**config.mk**
```make
export PLATFORM = sky130hd
export DESIGN_NAME = mcu_wdog_supervisor
export DESIGN_NICKNAME = d
export VERILOG_FILES = /design/src/rtl/wdog_pkg.sv /design/src/rtl/wdog_decode.sv /design/src/rtl/wdog_enable.sv /design/src/rtl/wdog_timer.sv /design/src/rtl/wdog_pulse.sv /design/src/rtl/wdog_fault.sv /design/src/rtl/mcu_wdog_supervisor.sv
export SDC_FILE = /design/constraint.sdc
export NUM_CORES = 1
export LEC_CHECK = 0
export ABC_AREA = 1
export BUFFER_PORTS_ARGS = -buffer_cell sky130_fd_sc_hd__buf_2
export CAP_MARGIN = 20
export CORE_MARGIN = 3
export CORE_UTILIZATION = 59
export DETAILED_ROUTE_END_ITERATION = 8
export MAX_ROUTING_LAYER = met4
export PLACE_DENSITY = 0.9
export SLEW_MARGIN = 30
export SYNTH_ARGS = -nofsm -noshare
export SYNTH_HDL_FRONTEND = slang
export SYNTH_SLANG_ARGS = --single-unit
```
**constraint.sdc**
```tcl
create_clock -name clk -period 2.08 [get_ports clk]
set_clock_uncertainty 0.1 [all_clocks]
set_input_delay 0.208 -clock clk [delete_from_list [all_inputs] [get_ports clk]]
set_output_delay 0.208 -clock clk [all_outputs]
set_load 0.02 [all_outputs]
```
**src/rtl/wdog_pkg.sv**
```systemverilog
// Package: shared definitions for the watchdog supervisor.
// Assumes: four interval choices, chosen by a two-bit select.
package wdog_pkg;
    typedef enum logic [1:0] {
        INTV_A = 2'd0,
        INTV_B = 2'd1,
        INTV_C = 2'd2,
        INTV_D = 2'd3
    } intv_sel_e;

    // Register-port events decoded from one access.
    typedef struct packed {
        logic kick;     // restart read of the status address
        logic ctl_wr;   // write to the enable register
        logic ctl_val;  // value written to the enable bit
    } bus_evt_t;

    function automatic int max_of4(input int a, input int b, input int c, input int d);
        int m;
        m = a;
        if (b > m) m = b;
        if (c > m) m = c;
        if (d > m) m = d;
        return m;
    endfunction
endpackage

```
**src/rtl/wdog_decode.sv**
```systemverilog
// Module: wdog_decode
// Turns register-port strobes into watchdog events.
// Assumes: each strobe lasts one cycle, and read and write are not both set.
module wdog_decode
    import wdog_pkg::*;
#(
    parameter int ADDR_W    = 7,
    parameter int KICK_ADDR = 1,
    parameter int CTL_ADDR  = 2
) (
    input  logic              wr_en,
    input  logic              rd_en,
    input  logic [ADDR_W-1:0] addr,
    input  logic              wr_data,
    output bus_evt_t          evt
);
    localparam logic [ADDR_W-1:0] KICK_A = ADDR_W'(KICK_ADDR);
    localparam logic [ADDR_W-1:0] CTL_A  = ADDR_W'(CTL_ADDR);

    // Purpose: match each access against the two addresses the watchdog uses.
    always_comb begin
        evt.kick    = rd_en && (addr == KICK_A);
        evt.ctl_wr  = wr_en && (addr == CTL_A);
        evt.ctl_val = wr_data;
    end
endmodule

```
**src/rtl/wdog_enable.sv**
```systemverilog
// Module: wdog_enable
// Holds the enable bit. It signals a count load on a 0-to-1 write.
// Assumes: a trip in the same cycle as a write wins and clears the bit.
module wdog_enable
    import wdog_pkg::*;
(
    input  logic     clk,
    input  logic     rst_n,
    input  bus_evt_t evt,
    input  logic     expire,
    output logic     en,
    output logic     load
);
    // Purpose: a load happens only when the block goes from off to on.
    always_comb begin
        load = evt.ctl_wr && evt.ctl_val && !en;
    end

    // Purpose: enable register; software sets or clears it, a trip clears it.
    always_ff @(posedge clk) begin
        if (!rst_n) begin
            en <= 1'b0;
        end else if (expire) begin
            en <= 1'b0;
        end else if (evt.ctl_wr) begin
            en <= evt.ctl_val;
        end
    end
endmodule

```
**src/rtl/wdog_timer.sv**
```systemverilog
// Module: wdog_timer
// Down-counter over the selected interval. It flags the trip on the last step.
// Assumes: each interval is at least 1. The select is only sampled at a load or restart.
module wdog_timer
    import wdog_pkg::*;
#(
    parameter int INTV0 = 500000,
    parameter int INTV1 = 1000000,
    parameter int INTV2 = 2500000,
    parameter int INTV3 = 5000000,
    parameter int CNT_W = 23
) (
    input  logic      clk,
    input  logic      rst_n,
    input  logic      en,
    input  logic      load,
    input  logic      kick,
    input  intv_sel_e sel,
    output logic      expire
);
    logic [CNT_W-1:0] cnt;
    logic [CNT_W-1:0] reload;

    // Purpose: pick the reload value for the current select.
    always_comb begin
        case (sel)
            INTV_A:  reload = CNT_W'(INTV0);
            INTV_B:  reload = CNT_W'(INTV1);
            INTV_C:  reload = CNT_W'(INTV2);
            default: reload = CNT_W'(INTV3);
        endcase
    end

    // Purpose: trip on the final step unless a restart read arrives in the same cycle.
    always_comb begin
        expire = en && !kick && (cnt == CNT_W'(1));
    end

    // Purpose: load, restart or step the count.
    always_ff @(posedge clk) begin
        if (!rst_n) begin
            cnt <= '0;
        end else if (load || (en && kick)) begin
            cnt <= reload;
        end else if (en && (cnt != '0)) begin
            cnt <= cnt - CNT_W'(1);
        end
    end
endmodule

```
**src/rtl/wdog_pulse.sv**
```systemverilog
// Module: wdog_pulse
// Holds power-good low for a fixed number of cycles after each trip.
// Assumes: a trip during a running pulse restarts it at the full length.
module wdog_pulse #(
    parameter int PULSE_CYC = 3200,
    parameter int PW        = 12
) (
    input  logic clk,
    input  logic rst_n,
    input  logic start,
    output logic power_ok
);
    logic [PW-1:0] left;

    // Purpose: count the cycles of the low pulse that remain.
    always_ff @(posedge clk) begin
        if (!rst_n) begin
            left <= '0;
        end else if (start) begin
            left <= PW'(PULSE_CYC);
        end else if (left != '0) begin
            left <= left - PW'(1);
        end
    end

    // Purpose: power-good is high whenever no pulse is running.
    always_comb begin
        power_ok = (left == '0);
    end
endmodule

```
**src/rtl/wdog_fault.sv**
```systemverilog
// Module: wdog_fault
// Latches the trip into the safe state, the alarm and the sticky flag.
// Assumes: a trip wins over a clear in the same cycle.
module wdog_fault (
    input  logic clk,
    input  logic rst_n,
    input  logic set,
    input  logic clr,
    output logic gate_safe,
    output logic alarm_n,
    output logic tripped
);
    logic latched;
    logic sticky;

    // Purpose: fault latch that drives the safe state and the alarm line.
    always_ff @(posedge clk) begin
        if (!rst_n) begin
            latched <= 1'b0;
        end else if (set) begin
            latched <= 1'b1;
        end else if (clr) begin
            latched <= 1'b0;
        end
    end

    // Purpose: status flag that survives re-enabling, for software to read.
    always_ff @(posedge clk) begin
        if (!rst_n) begin
            sticky <= 1'b0;
        end else if (set) begin
            sticky <= 1'b1;
        end else if (clr) begin
            sticky <= 1'b0;
        end
    end

    // Purpose: drive the output polarities.
    always_comb begin
        gate_safe = latched;
        alarm_n   = !latched;
        tripped   = sticky;
    end
endmodule

```
**src/rtl/mcu_wdog_supervisor.sv**
```systemverilog
// Module: mcu_wdog_supervisor (top)
// Watchdog on an external controller. Enabled by a register write,
// restarted by reads of the status address. On a trip it latches a fault,
// pulses power-good low, and disables itself.
// Assumes: the register port is already synchronous to clk.
module mcu_wdog_supervisor
    import wdog_pkg::*;
#(
    parameter int ADDR_W    = 7,
    parameter int KICK_ADDR = 1,
    parameter int CTL_ADDR  = 2,
    parameter int INTV0     = 500000,
    parameter int INTV1     = 1000000,
    parameter int INTV2     = 2500000,
    parameter int INTV3     = 5000000,
    parameter int PULSE_CYC = 3200
) (
    input  logic              clk,
    input  logic              rst_n,
    input  logic              wr_en,
    input  logic              rd_en,
    input  logic [ADDR_W-1:0] addr,
    input  logic              wr_data,
    input  logic [1:0]        intv_sel,
    input  logic              fault_clr,
    output logic              sup_en,
    output logic              sup_tripped,
    output logic              alarm_n,
    output logic              gate_safe,
    output logic              power_ok
);
    localparam int MAX_INTV = max_of4(INTV0, INTV1, INTV2, INTV3);
    localparam int CNT_W    = $clog2(MAX_INTV + 1);
    localparam int PW       = (PULSE_CYC > 1) ? $clog2(PULSE_CYC + 1) : 1;

    bus_evt_t evt;
    logic     load;
    logic     expire;

    wdog_decode #(
        .ADDR_W   (ADDR_W),
        .KICK_ADDR(KICK_ADDR),
        .CTL_ADDR (CTL_ADDR)
    ) u_decode (
        .wr_en  (wr_en),
        .rd_en  (rd_en),
        .addr   (addr),
        .wr_data(wr_data),
        .evt    (evt)
    );

    wdog_enable u_enable (
        .clk   (clk),
        .rst_n (rst_n),
        .evt   (evt),
        .expire(expire),
        .en    (sup_en),
        .load  (load)
    );

    wdog_timer #(
        .INTV0(INTV0),
        .INTV1(INTV1),
        .INTV2(INTV2),
        .INTV3(INTV3),
        .CNT_W(CNT_W)
    ) u_timer (
        .clk   (clk),
        .rst_n (rst_n),
        .en    (sup_en),
        .load  (load),
        .kick  (evt.kick),
        .sel   (intv_sel_e'(intv_sel)),
        .expire(expire)
    );

    generate
        if (PULSE_CYC > 0) begin : g_pulse
            wdog_pulse #(
                .PULSE_CYC(PULSE_CYC),
                .PW       (PW)
            ) u_pulse (
                .clk     (clk),
                .rst_n   (rst_n),
                .start   (expire),
                .power_ok(power_ok)
            );
        end else begin : g_no_pulse
            assign power_ok = 1'b1;
        end
    endgenerate

    wdog_fault u_fault (
        .clk      (clk),
        .rst_n    (rst_n),
        .set      (expire),
        .clr      (fault_clr),
        .gate_safe(gate_safe),
        .alarm_n  (alarm_n),
        .tripped  (sup_tripped)
    );
endmodule

```
After elaboration in Yosys (flattened, before gate mapping)
Index checks and enable logic that the tools add are counted.
{ "word_totals": {"output_inout_bits": 5, "ff_bits": 37} }
{ "op_classes": {"bitwise": 1, "addsub": 2, "reduce_logical": 20, "eq_ne": 5, "n_mux": 7} }
{ "op_table": {"columns": ["op", "n"], "rows": [
  ["23-bit one-hot mux with 3 select lines", 1],
  ["23-bit 2-to-1 mux", 2],
  ["12-bit 2-to-1 mux", 2],
  ["23-bit by 1-bit equality test with 1-bit output, second input constant", 1],
  ["23-bit nonzero test", 1],
  ["23-bit by 1-bit subtractor with 23-bit output, second input constant", 1],
  ["12-bit zero test", 1],
  ["12-bit nonzero test", 1],
  ["12-bit by 1-bit subtractor with 12-bit output, second input constant", 1],
  ["1-bit logical AND", 8],
  ["7-bit by 1-bit equality test with 1-bit output, second input constant", 1],
  ["7-bit by 2-bit equality test with 1-bit output, second input constant", 1],
  ["2-bit nonzero test", 3],
  ["1-bit zero test", 3],
  ["2-bit by 1-bit equality test with 1-bit output, second input constant", 1],
  ["2-bit equality test, second input constant", 1],
  ["2-bit zero test", 1],
  ["1-bit 2-to-1 mux", 2],
  ["2-bit OR reduction", 1],
  ["1-bit logical OR", 1],
  ["1-bit NOT", 1]
]} }

Logic depth before layout (Yosys ltp)
Gate-level depths: netlist of run 1.
{ "depth": {"ltp_word": 6, "ltp_mapped": 12} }

By module
A second synthesis of run 1 with hierarchy kept.
{ "unflattened": {"hier_cells": 408, "hier_area_um2": 2555.0} }
{ "by_module_without_submodules": {"columns": ["module", "n_inst", "cells_per_inst", "seq_area_each_um2", "area_per_inst_um2"], "rows": [
  ["wdog_timer", 1, 275, 460.4, 1651.6],
  ["wdog_pulse", 1, 104, 240.2, 739.5],
  ["wdog_decode", 1, 13, 0.0, 57.6],
  ["wdog_fault", 1, 8, 20.0, 55.1],
  ["wdog_enable", 1, 8, 20.0, 51.3]
]} }

Worst setup path after synthesis of run 1
OpenSTA, ideal clock, no wires.
{ "synth_timing": {"kind": "register to register", "startpoint": "register u_timer.cnt[0]", "endpoint": "register u_timer.cnt[11]", "arrival_ns": 1.526, "required_ns": 1.870, "synth_period_minus_slack_ns": 1.737, "slack_ns": 0.343, "path_stages_with_launch": 12, "path_buffers": 1, "setup_ns": 0.110, "path_cell_list": "dfxtp_1 > inv_1 > ha_1 > nand2_2 > nor2_4 > nand3_2 > nand2_2 > nand2_2 > buf_6 > or2_0 > nand3_1 > inv_1"} }
{ "synth_between": {"elab_chain_cells": 3} }
{ "synth_lines": {"columns": ["element", "line", "text"], "rows": [
  ["start, declared", "wdog_timer.sv:21", "logic [CNT_W-1:0] cnt;"],
  ["start signal, assigned", "wdog_timer.sv:44", "cnt <= reload;"],
  ["start signal, assigned", "wdog_timer.sv:46", "cnt <= cnt - CNT_W'(1);"],
  ["23-bit by 1-bit subtractor with 23-bit output or 23-bit nonzero test (tied branches)", "wdog_timer.sv:46, wdog_timer.sv:45", null],
  ["23-bit 2-to-1 mux or 1-bit logical AND (tied branches)", "wdog_timer.sv:45", "end else if (en && (cnt != '0)) begin"],
  ["23-bit 2-to-1 mux or 2-bit nonzero test (tied branches)", null, null]
]} }
Several ways; a longest one is shown, not always the timed one. The select of a mux whose other input is x is not followed.
A chain may end at the register's enable or synchronous reset.

Worst setup path after layout of run 1
{ "layout_timing": {"startpoint": "register u_timer.cnt[0]", "endpoint": "register u_timer.cnt[17]"} }
Same word-level chain as after synthesis.

==> run metrics, run 1 <==
status finished clean; I/O Pins 20; Port Buffer Count 19; most common cell after layout, fill and taps aside nand2_1; routability cong. 0.953; worst hold slack 62.5 ps; final worst-path cycle share 92.2%; aggregate routed wire length 5520 um; Routed Antenna Nets 0; syn_area_per_cell 6.20 um^2; Worst path slowest cell dfxtp_1; Post-CTS Setup Bufs 0; Die Wd 68.5 um; die area 4700 um^2; drt first pass iters 4; global-route wire length before repair 9160 um; YS warnings 0; EDFF count, synth 0; switch share 38.1%; Die H 68.5 um; net switching power 0.909 mW; CTS Sinks 37; Synth Instances 372; Hold Vio Cnt, Final 0; post-synthesis cell type count 28; Max Clk Rate 522 MHz; aggregate global routing overflow 0; DRC errors left 0; area of the mapped netlist 2310 um^2; fin. max-slew vios 0; Combinational Power Share 38.6%; vias per inst 5.37; Starting Density 62.1%; TritonCTS clock tree built; utilization after layout 69.4%; largest net degree at the start of global routing 20; sequential share of power 37.9%; Clock power frac 23.6%; PwrDens 925 nW/um^2; critical path launch point type flip-flop; Pwr Total 2.39 mW; maximum clock insertion buffer count 2; final setup fails 0; Worst Tran Pin Value 379 ps; min Tclk post-route 1920 ps; Clk Latency, worst-skew pair 290 ps; root buf cell clkbuf_8; Worst path max stage delay 340 ps; commonest non-fill, non-tap cells in the layout 92 x nand2_1, 61 x nor2_1, 49 x inv_1, 38 x nand3_1, 37 x dfxtp_1; Max transition margin 74.6%; critical path arrival 2040 ps; Crit Path Category flip-flop to flip-flop; WL per Instance 12.4 um; fillers 317; sequential-to-total area share from yosys stat 32.1%; Most common cell on crit path nand2_4; area grow syn2layout 11.8%; VDD IR max 471 uV; Top delay family on crit path simple AND/OR/NAND/NOR gates; syn_nets 391; initial antenna violation count 0; number of diodes 0; max cap viols 0; critical path endpoint category flip-flop; H-tree depth 2; Internal 1.48 mW; core area 3720 um^2; GRT Resource Usage Total 26.9%; buffers and inverters on the worst path 3; CP Max Fanout 18; HP Class primary input to flip-flop; fraction of registers with async set/reset 0%; crit-path cells inv_1 > ha_1 > nand2_2 > nor2_4 > nand3_2 > nand2_4 > nand2_4 > buf_4 > inv_2 > nand2_1 > a21oi_1; clk slew on worst S/H paths 70 ps; final setup TNS 0 ps; RSZ-0062 raised after global routing false; Worst Path Required 2210 ps; fraction of layout cells with a size suffix above 1 11.8%; CTS buffer count 5; std cell rows 22; number of global-route vias before repair 2137; flops & latches, synth 37; final net count 416; HPWL after detailed placement 4200 um; leak pwr 1.38 nW; DR iter-0 viols 123; via count 2394; predominant post-synthesis flop cell dfxtp_1
-- what timing repair did --
item	in CTS	in global routing
gates resized for setup	0	4
endpoints found under the setup margin	0	10
hold buffers	0	0
-- state kept, by name, indices dropped and copies added (netlist names) --
signal	cells
u_timer.cnt	23
g_pulse.u_pulse.left	12
u_enable.en	1
u_fault.gate_safe	1
-- cell families (layout without fill, tap and decap cells) --
group,count (synthesis),after routing,share of synthesized area (%)
buf+inv,57,83,9.92
simple gates,217,217,40.8
compound gates,43,43,9.65
xor+xnor,14,14,5.31
fa+ha+maj,4,4,2.17
flops,37,37,32.1
-- Yosys cell counts (2+ instances only) --
| master | count | area share [%] |
|---|---|---|
| a211oi_1 | 2 | 0.65 |
| a21oi_1 | 23 | 5.0 |
| buf_2 | 3 | 0.65 |
| dfxtp_1 | 37 | 32 |
| ha_1 | 4 | 2.2 |
| inv_1 | 49 | 8.0 |
| nand2_1 | 92 | 15 |
| nand2_2 | 4 | 1.1 |
| nand3_1 | 38 | 8.2 |
| nand4_1 | 6 | 1.6 |
| nor2_1 | 62 | 10 |
| nor2_2 | 3 | 0.81 |
| nor2_4 | 3 | 1.5 |
| nor3_1 | 2 | 0.43 |
| nor4_1 | 3 | 0.81 |
| o21ai_0 | 17 | 3.7 |
| xnor2_1 | 8 | 3.0 |
| xor2_1 | 6 | 2.3 |
-- cell type report --
class | count | area (um^2) | area share, %
Inverter | 51 | 195 | 7.57
Clock buffer | 7 | 96.3 | 3.73
Sequential cell | 37 | 741 | 28.7
Tap cell | 48 | 60.1 | 2.33
Timing Repair Buffer | 24 | 133 | 5.14
Clock inverter | 1 | 5.00 | 0.194
Multi-Input combinational cell | 278 | 1350 | 52.3
-- through the flow --
stage / instances / cell area, um^2 / setup WS [ps]
2_1_floorplan: 372 / 2310 / 343
3_3_place_gp: 438 / 2460 / 210
3_5_place_dp: 438 / 2460 / 145
4_1_cts: 446 / 2560 / 112
5_1_grt: 446 / 2580 / 15.1
6_report: 446 / 2580 / 162
-- worst paths after layout --
check	slack [ps]	from	endpoint	cells past startpoint
worst max-delay path	160	u_timer.cnt[0]	u_timer.cnt[17]	11
worst min-delay path	60	fault_clr	u_fault.gate_safe	3
worst max register to register	160	u_timer.cnt[0]	u_timer.cnt[17]	11
worst min register to register	360	g_pulse.u_pulse.left[1]	g_pulse.u_pulse.left[1]	2
-- tightest hold or removal path, cell delays in order --
cell    delay [ps]
buf_2           80
o21a_1         100
nor2_1          30
-- power groups by stage --
stage	Combinational, mW	Clock (mW)	Sequential, mW
3_3_place_gp	0.888	0	0.913
4_1_cts	0.921	0.577	0.903
6_report	0.921	0.563	0.904
5_1_grt	1.05	0.607	0.919
3_5_place_dp	0.915	0	0.920
2_1_floorplan	0.726	0	0.899
-- metal layers --
metal	part of all wire, %	routed length [um]	vias to the layer above	GRT usage, %
li1	-	-	1228	-
met1	41	2240	1086	28.2
met2	52	2870	67	47.9
met3	4.4	245	13	5.51
met4	2.8	157	0	12.7
met5	0	0	-	-
Power figures use the tool's default switching activity.
==> inputs of run 2 (changes only) <==
CORE_UTILIZATION = 55   (was 59)
PLACE_DENSITY = 0.85   (was 0.9)
==> run 2 against run 1 <==
- sequential cell count stayed put
- worst setup slack worse by 34 ps
- via count hardly changed
- largest power group unchanged
- clock power is 13% lower
- largest cell class unchanged
==> run metrics, run 2 (synthesis results as in run 1) <==
Hold Vio Cnt, Final 0 (unchanged); Die Wd 70.8 um (+3.3%); area grow syn2layout 11.2%; routability cong. 0.974 (+2.3%); most common cell after layout, fill and taps aside nand2_1; DR iter-0 viols 107 (-13%); core area 3850 um^2 (+3.7%); HP Class primary input to flip-flop; R2R Setup Slk 130 ps (-30 ps); Post-CTS Setup Bufs 0 (unchanged); Combinational Power Share 39.6% (+1.0 points); Multi-input gate area 1360 um^2 (+0.83%); clk slew on worst S/H paths 80 ps (about the same); final net count 415 (-0.24%); via count 2396 (+0.084%); cell count after placement 437 (-0.23%); Reg area 741 um^2 (unchanged); CTS buffer count 5 (unchanged); Die H 70.8 um (+3.3%); biggest regs u_timer.cnt x23, g_pulse.u_pulse.left x12; Worst Tran Pin Value 358 ps (-21.4 ps); switch share 38.8% (+0.72 points); largest net degree at the start of global routing 21 (+5.0%); TritonCTS clock tree built; crit path from u_timer.cnt[0]; I/O Pins 20 (unchanged); VDD IR max 417 uV (-11%); Starting Density 59.9% (-2.2 points); number of diodes 0 (unchanged); Top delay family on crit path simple AND/OR/NAND/NOR gates; aggregate routed wire length 5420 um (-1.8%); R2R Path Start u_timer.cnt[0]; crit-path cells inv_1 > ha_2 > nand2_2 > nor2_4 > nand3_2 > nand2_4 > clkinvlp_4 > nand3_1 > nand2_1 > nand2_1 > nor2_1; critical path arrival 2040 ps (about the same); Worst path max stage delay 330 ps (about the same); critical path launch point type flip-flop; GRT busiest layer met2; grt met1 use 27.0% (-1.2 points); GRT Resource Usage Total 23.4% (-3.5 points); max cap viols 0 (unchanged); Hold EP u_fault.gate_safe; drt first pass iters 5 (+1); critical path endpoint category flip-flop; Hold Path Cell Cnt 3 (unchanged); Clock power frac 21.2% (-2.4 points); commonest non-fill, non-tap cells in the layout 92 x nand2_1, 61 x nor2_1, 49 x inv_1, 38 x nand3_1, 37 x dfxtp_1; status finished clean; CTS Sinks 37 (unchanged); final worst-path cycle share 93.8% (+1.6 points); Routed Antenna Nets 0 (unchanged); worst hold slack 62.9 ps (+0.399 ps); initial antenna violation count 0 (unchanged); worst flop-to-flop path endpoint u_timer.cnt[20]; Worst path slowest cell dfxtp_1; Worst Path Required 2170 ps (-40 ps); Most common cell on crit path nand2_1; largest reg by FF count u_timer.cnt; Max Clk Rate 513 MHz (-1.7%); met3 usage 4.55% (-0.97 points); WL per Instance 12.2 um (-1.6%); min Tclk post-route 1950 ps (+33.6 ps); sequential share of power 39.2% (+1.3 points); Crit Path Category flip-flop to flip-flop; Clk Latency, worst-skew pair 290 ps (about the same); maximum clock insertion buffer count 2 (unchanged); HPWL after detailed placement 4050 um (-3.6%); Max transition margin 76.1% (+1.5 points); aggregate global routing overflow 0 (unchanged); leak pwr 1.37 nW (-1.0%); fillers 357 (+13%); reg2reg path depth 11 (unchanged); fraction of layout cells with a size suffix above 1 11.6% (-0.22 points); CP Max Fanout 9 (-9); fin. max-slew vios 0 (unchanged); GRT met2 Usage 38.5% (-9.4 points); DRC errors left 0 (unchanged); global-route wire length before repair 9340 um (+1.9%); PwrDens 901 nW/um^2 (-2.6%); number of global-route vias before repair 2170 (+1.5%); die area 5010 um^2 (+6.6%); utilization after layout 66.6% (-2.9 points); net switching power 0.897 mW (-1.3%); final setup fails 0 (unchanged); buffers and inverters on the worst path 2 (-1); Hold Startpoint fault_clr; final cell count without fillers 445 (-0.22%); H-tree depth 2 (unchanged); Internal 1.42 mW (-4.3%); Port Buffer Count 19 (unchanged); root buf cell clkbuf_8; vias per inst 5.38 (+0.31%); std cell rows 22 (unchanged); max reg flops 23 (unchanged)
-- run 2: changes by cell type in the layout (fill, tap and decap cells not counted) --
cell      previous run  this run
buf_4                5         4
clkbuf_1             0         1
clkbuf_8             7         5
clkinv_2             1         2
ha_1                 4         3
ha_2                 0         1
nand2_4              2         1
nand2_8              0         1
-- run 2: what timing repair did --
item	4_1_cts	5_1_grt
setup endpoints to repair	0	22
hold buffers	0	0
resized for setup	0	6
-- run 2: worst max path at each step --
stage / endpoint / slack, ps / cells past startpoint
floorplan: u_timer.cnt[11] / 340 / 11
global placement: u_timer.cnt[11] / 180 / 10
detailed placement: u_timer.cnt[10] / 70 / 10
CTS: u_timer.cnt[10] / 50 / 10
global route: u_timer.cnt[10] / -10 / 10
finish: u_timer.cnt[20] / 130 / 11
-- run 2: power groups by stage --
stage	Sequential [mW]	Clock, mW	Combinational, mW
floorplan	0.899	0	0.726
global placement	0.914	0	0.891
detailed placement	0.917	0	0.910
CTS	0.900	0.508	0.916
global route	0.921	0.524	1.07
finish	0.906	0.490	0.916
-- run 2: final cells by class --
class	count	share of cell area, %
Clock inverter	2	0.390
Inverter	51	7.61
Sequential cell	37	28.9
Tap cell	48	2.34
Timing Repair Buffer	23	4.88
Clock buffer	6	2.83
Multi-Input combinational cell	278	53.1
-- run 2: tightest hold or removal path, stage by stage --
cell and delay (ps):
buf_2 80, o21a_1 90, nor2_1 30
-- run 2: metal layers --
layer	share of wire [%]	vias up
li1	-	1228
met2	49	88
met4	3.2	0
met5	0	-
met3	5.6	22
met1	42	1058
-- run 2: per-stage QoR --
stage                     setup TNS (ps)  power, mW  setup slack [ps]  area [um^2]
after floorplan                        0       1.63               343         2310
after global placement                 0       1.81               180         2450
after detailed placement               0       1.83              69.1         2450
after CTS                              0       2.32              49.1         2540
after global routing               -12.5       2.51             -12.5         2560
final                                  0       2.31               129         2560
==> inputs of run 3 (changes only) <==
SETUP_SLACK_MARGIN = 0.2   (was unset)
==> run 3 against run 2 <==
- utilization grew 1.5 points
- cell count grew 0.67%
- first-iteration DRC count grew 35%
- maximum frequency grew 9.2%
- die area is the same
- critical path depth shrank 4
- sequential cell count is the same
- hold slack gained 2.0 ps
- highest routed layer unchanged
==> run metrics, run 3 (synthesis results as in run 1) <==
status finished clean; vias per inst 5.34 (-0.79%); PwrDens 912 nW/um^2 (+1.2%); area grow syn2layout 13.7%; post-route cell area 2620 um^2 (+2.2%); top sig layer met4; HP Class primary input to flip-flop; CP Max Fanout 4 (-5); worst hold slack 64.9 ps (+1.95 ps); Crit Path Category flip-flop to primary output; Die H 70.8 um (unchanged); aggregate global routing overflow 0 (unchanged); DRC errors left 0 (unchanged); R2R Path Start u_timer.cnt[0]; std cell rows 22 (unchanged); critical path launch point type flip-flop; Worst path slowest cell dfxtp_1; fin. max-slew vios 0 (unchanged); drt first pass iters 4 (-1); crit-path cells inv_1 > ha_2 > nand3_1 > nor2_2 > nand3_2 > inv_2 > buf_4; leak pwr 1.39 nW (+1.8%); Worst path max stage delay 340 ps (about the same); root buf cell clkbuf_8; global-route wire length before repair 9530 um (+2.1%); WL per Instance 12.2 um (+0.21%); Max Clk Rate 560 MHz (+9.2%); fraction of layout cells with a size suffix above 1 15.0% (+3.4 points); Hold Startpoint fault_clr; max cap viols 0 (unchanged); die area 5010 um^2 (unchanged); R2R Setup Slk 330 ps (+200 ps); CTS Sinks 37 (unchanged); final setup TNS 0 ps (unchanged); CTS buffer count 5 (unchanged); number of global-route vias before repair 2204 (+1.6%); DR iter-0 viols 144 (+35%); Clk Latency, worst-skew pair 290 ps (about the same); core area 3850 um^2 (unchanged); crit path from g_pulse.u_pulse.left[0]; net switching power 0.929 mW (+3.6%); Port Buffer Count 19 (unchanged); VDD IR max 424 uV (+1.7%); largest reg by FF count u_timer.cnt; GRT Resource Usage Total 23.8% (+0.45 points); Met3 Wirelength 273 um (-9.9%); Combinational Power Share 41.6% (+2.0 points); Place WS 69.1 ps (unchanged); number of diodes 0 (unchanged); largest net degree at the start of global routing 21 (unchanged); Clock power frac 20.6% (-0.6 points); TritonCTS clock tree built; Hold Vio Cnt, Final 0 (unchanged); min Tclk post-route 1790 ps (-164 ps); critical path endpoint category primary output; Routed Antenna Nets 0 (unchanged); HPWL after detailed placement 4050 um (unchanged); aggregate routed wire length 5470 um (+0.89%); Starting Density 59.9% (unchanged); final worst-path cycle share 85.9% (-7.9 points); most common cell after layout, fill and taps aside nand2_1; commonest non-fill, non-tap cells in the layout 90 x nand2_1, 56 x nor2_1, 47 x inv_1, 37 x nand3_1, 37 x dfxtp_1; max reg flops 23 (unchanged); M1 WL 2300 um (+1.6%); Max transition margin 76.3% (+0.19 points); H-tree depth 2 (unchanged); via count 2393 (-0.13%); routability cong. 0.974 (unchanged); clk slew on worst S/H paths 70 ps (about the same); critical path arrival 1480 ps (-560 ps); RSZ-0062 raised after global routing false; I/O Pins 20 (unchanged); Final WS setup 293 ps (+164 ps); Internal 1.46 mW (+3.4%); Pwr Total 2.39 mW (+3.5%); dpl cell area 2450 um^2 (unchanged); maximum clock insertion buffer count 2 (unchanged); Die Wd 70.8 um (unchanged); final setup fails 0 (unchanged); switch share 38.8% (+0.041 points); sequential share of power 37.8% (-1.4 points); biggest regs u_timer.cnt x23, g_pulse.u_pulse.left x12; Worst Path Required 1770 ps (-400 ps); Worst Tran Pin Value 352 ps (-5.65 ps); initial antenna violation count 0 (unchanged); Post-CTS Hold Buffers 0 (unchanged); final net count 418 (+0.72%); met2 wire len 2710 um (+1.2%)
## run 3: what timing repair did
action / in CTS / in global routing
pin swaps: 0 / 1
cloned: 0 / 0
resized for setup: 7 / 12
buffers inserted: 0 / 3
setup endpoints to repair: 23 / 34
## run 3: layout make-up
cell class                 count  area (um^2)
multi-input combinational    278         1400
fill                         359         1230
sequential                    37          741
inverter                      51          193
timing repair buffer          26          150
clock buffer                   6         72.6
tap                           48         60.1
clock inverter                 2         10.0
## run 3: per-layer routing
| layer | GRT usage [%] | up-vias |
|---|---|---|
| met4 | 11.3 | 0 |
| met2 | 40.4 | 70 |
| li1 | - | 1231 |
| met3 | 4.69 | 19 |
| met5 | - | - |
| met1 | 26.8 | 1073 |
## run 3: stage by stage
stage	cells	util, %
floorplan	372	-
global placement	437	63.7
detailed placement	437	63.7
CTS	445	66.5
global route	448	68.1
finish	448	68.1
## run 3: worst max-delay path, delay by kind of cell (launching register included)
kind,cells,cell delay [ps]
adders and majority gates,1,190
buffers and inverters,3,330
DFF,1,340
and+or+nand+nor,3,320
## run 3: worst paths after layout
check / endpoint / cells after the start
setup / recovery: power_ok / 7
hold reg to reg: g_pulse.u_pulse.left[1] / 2
hold / removal: u_fault.gate_safe / 3
setup reg to reg: u_timer.cnt[20] / 10
## run 3: power by group through the flow
stage / combinational [mW] / clock [mW] / sequential [mW]
2_1_floorplan: 0.726 / 0 / 0.899
3_3_place_gp: 0.891 / 0 / 0.914
3_5_place_dp: 0.910 / 0 / 0.917
4_1_cts: 0.932 / 0.508 / 0.903
5_1_grt: 1.14 / 0.525 / 0.921
6_report: 0.995 / 0.493 / 0.905
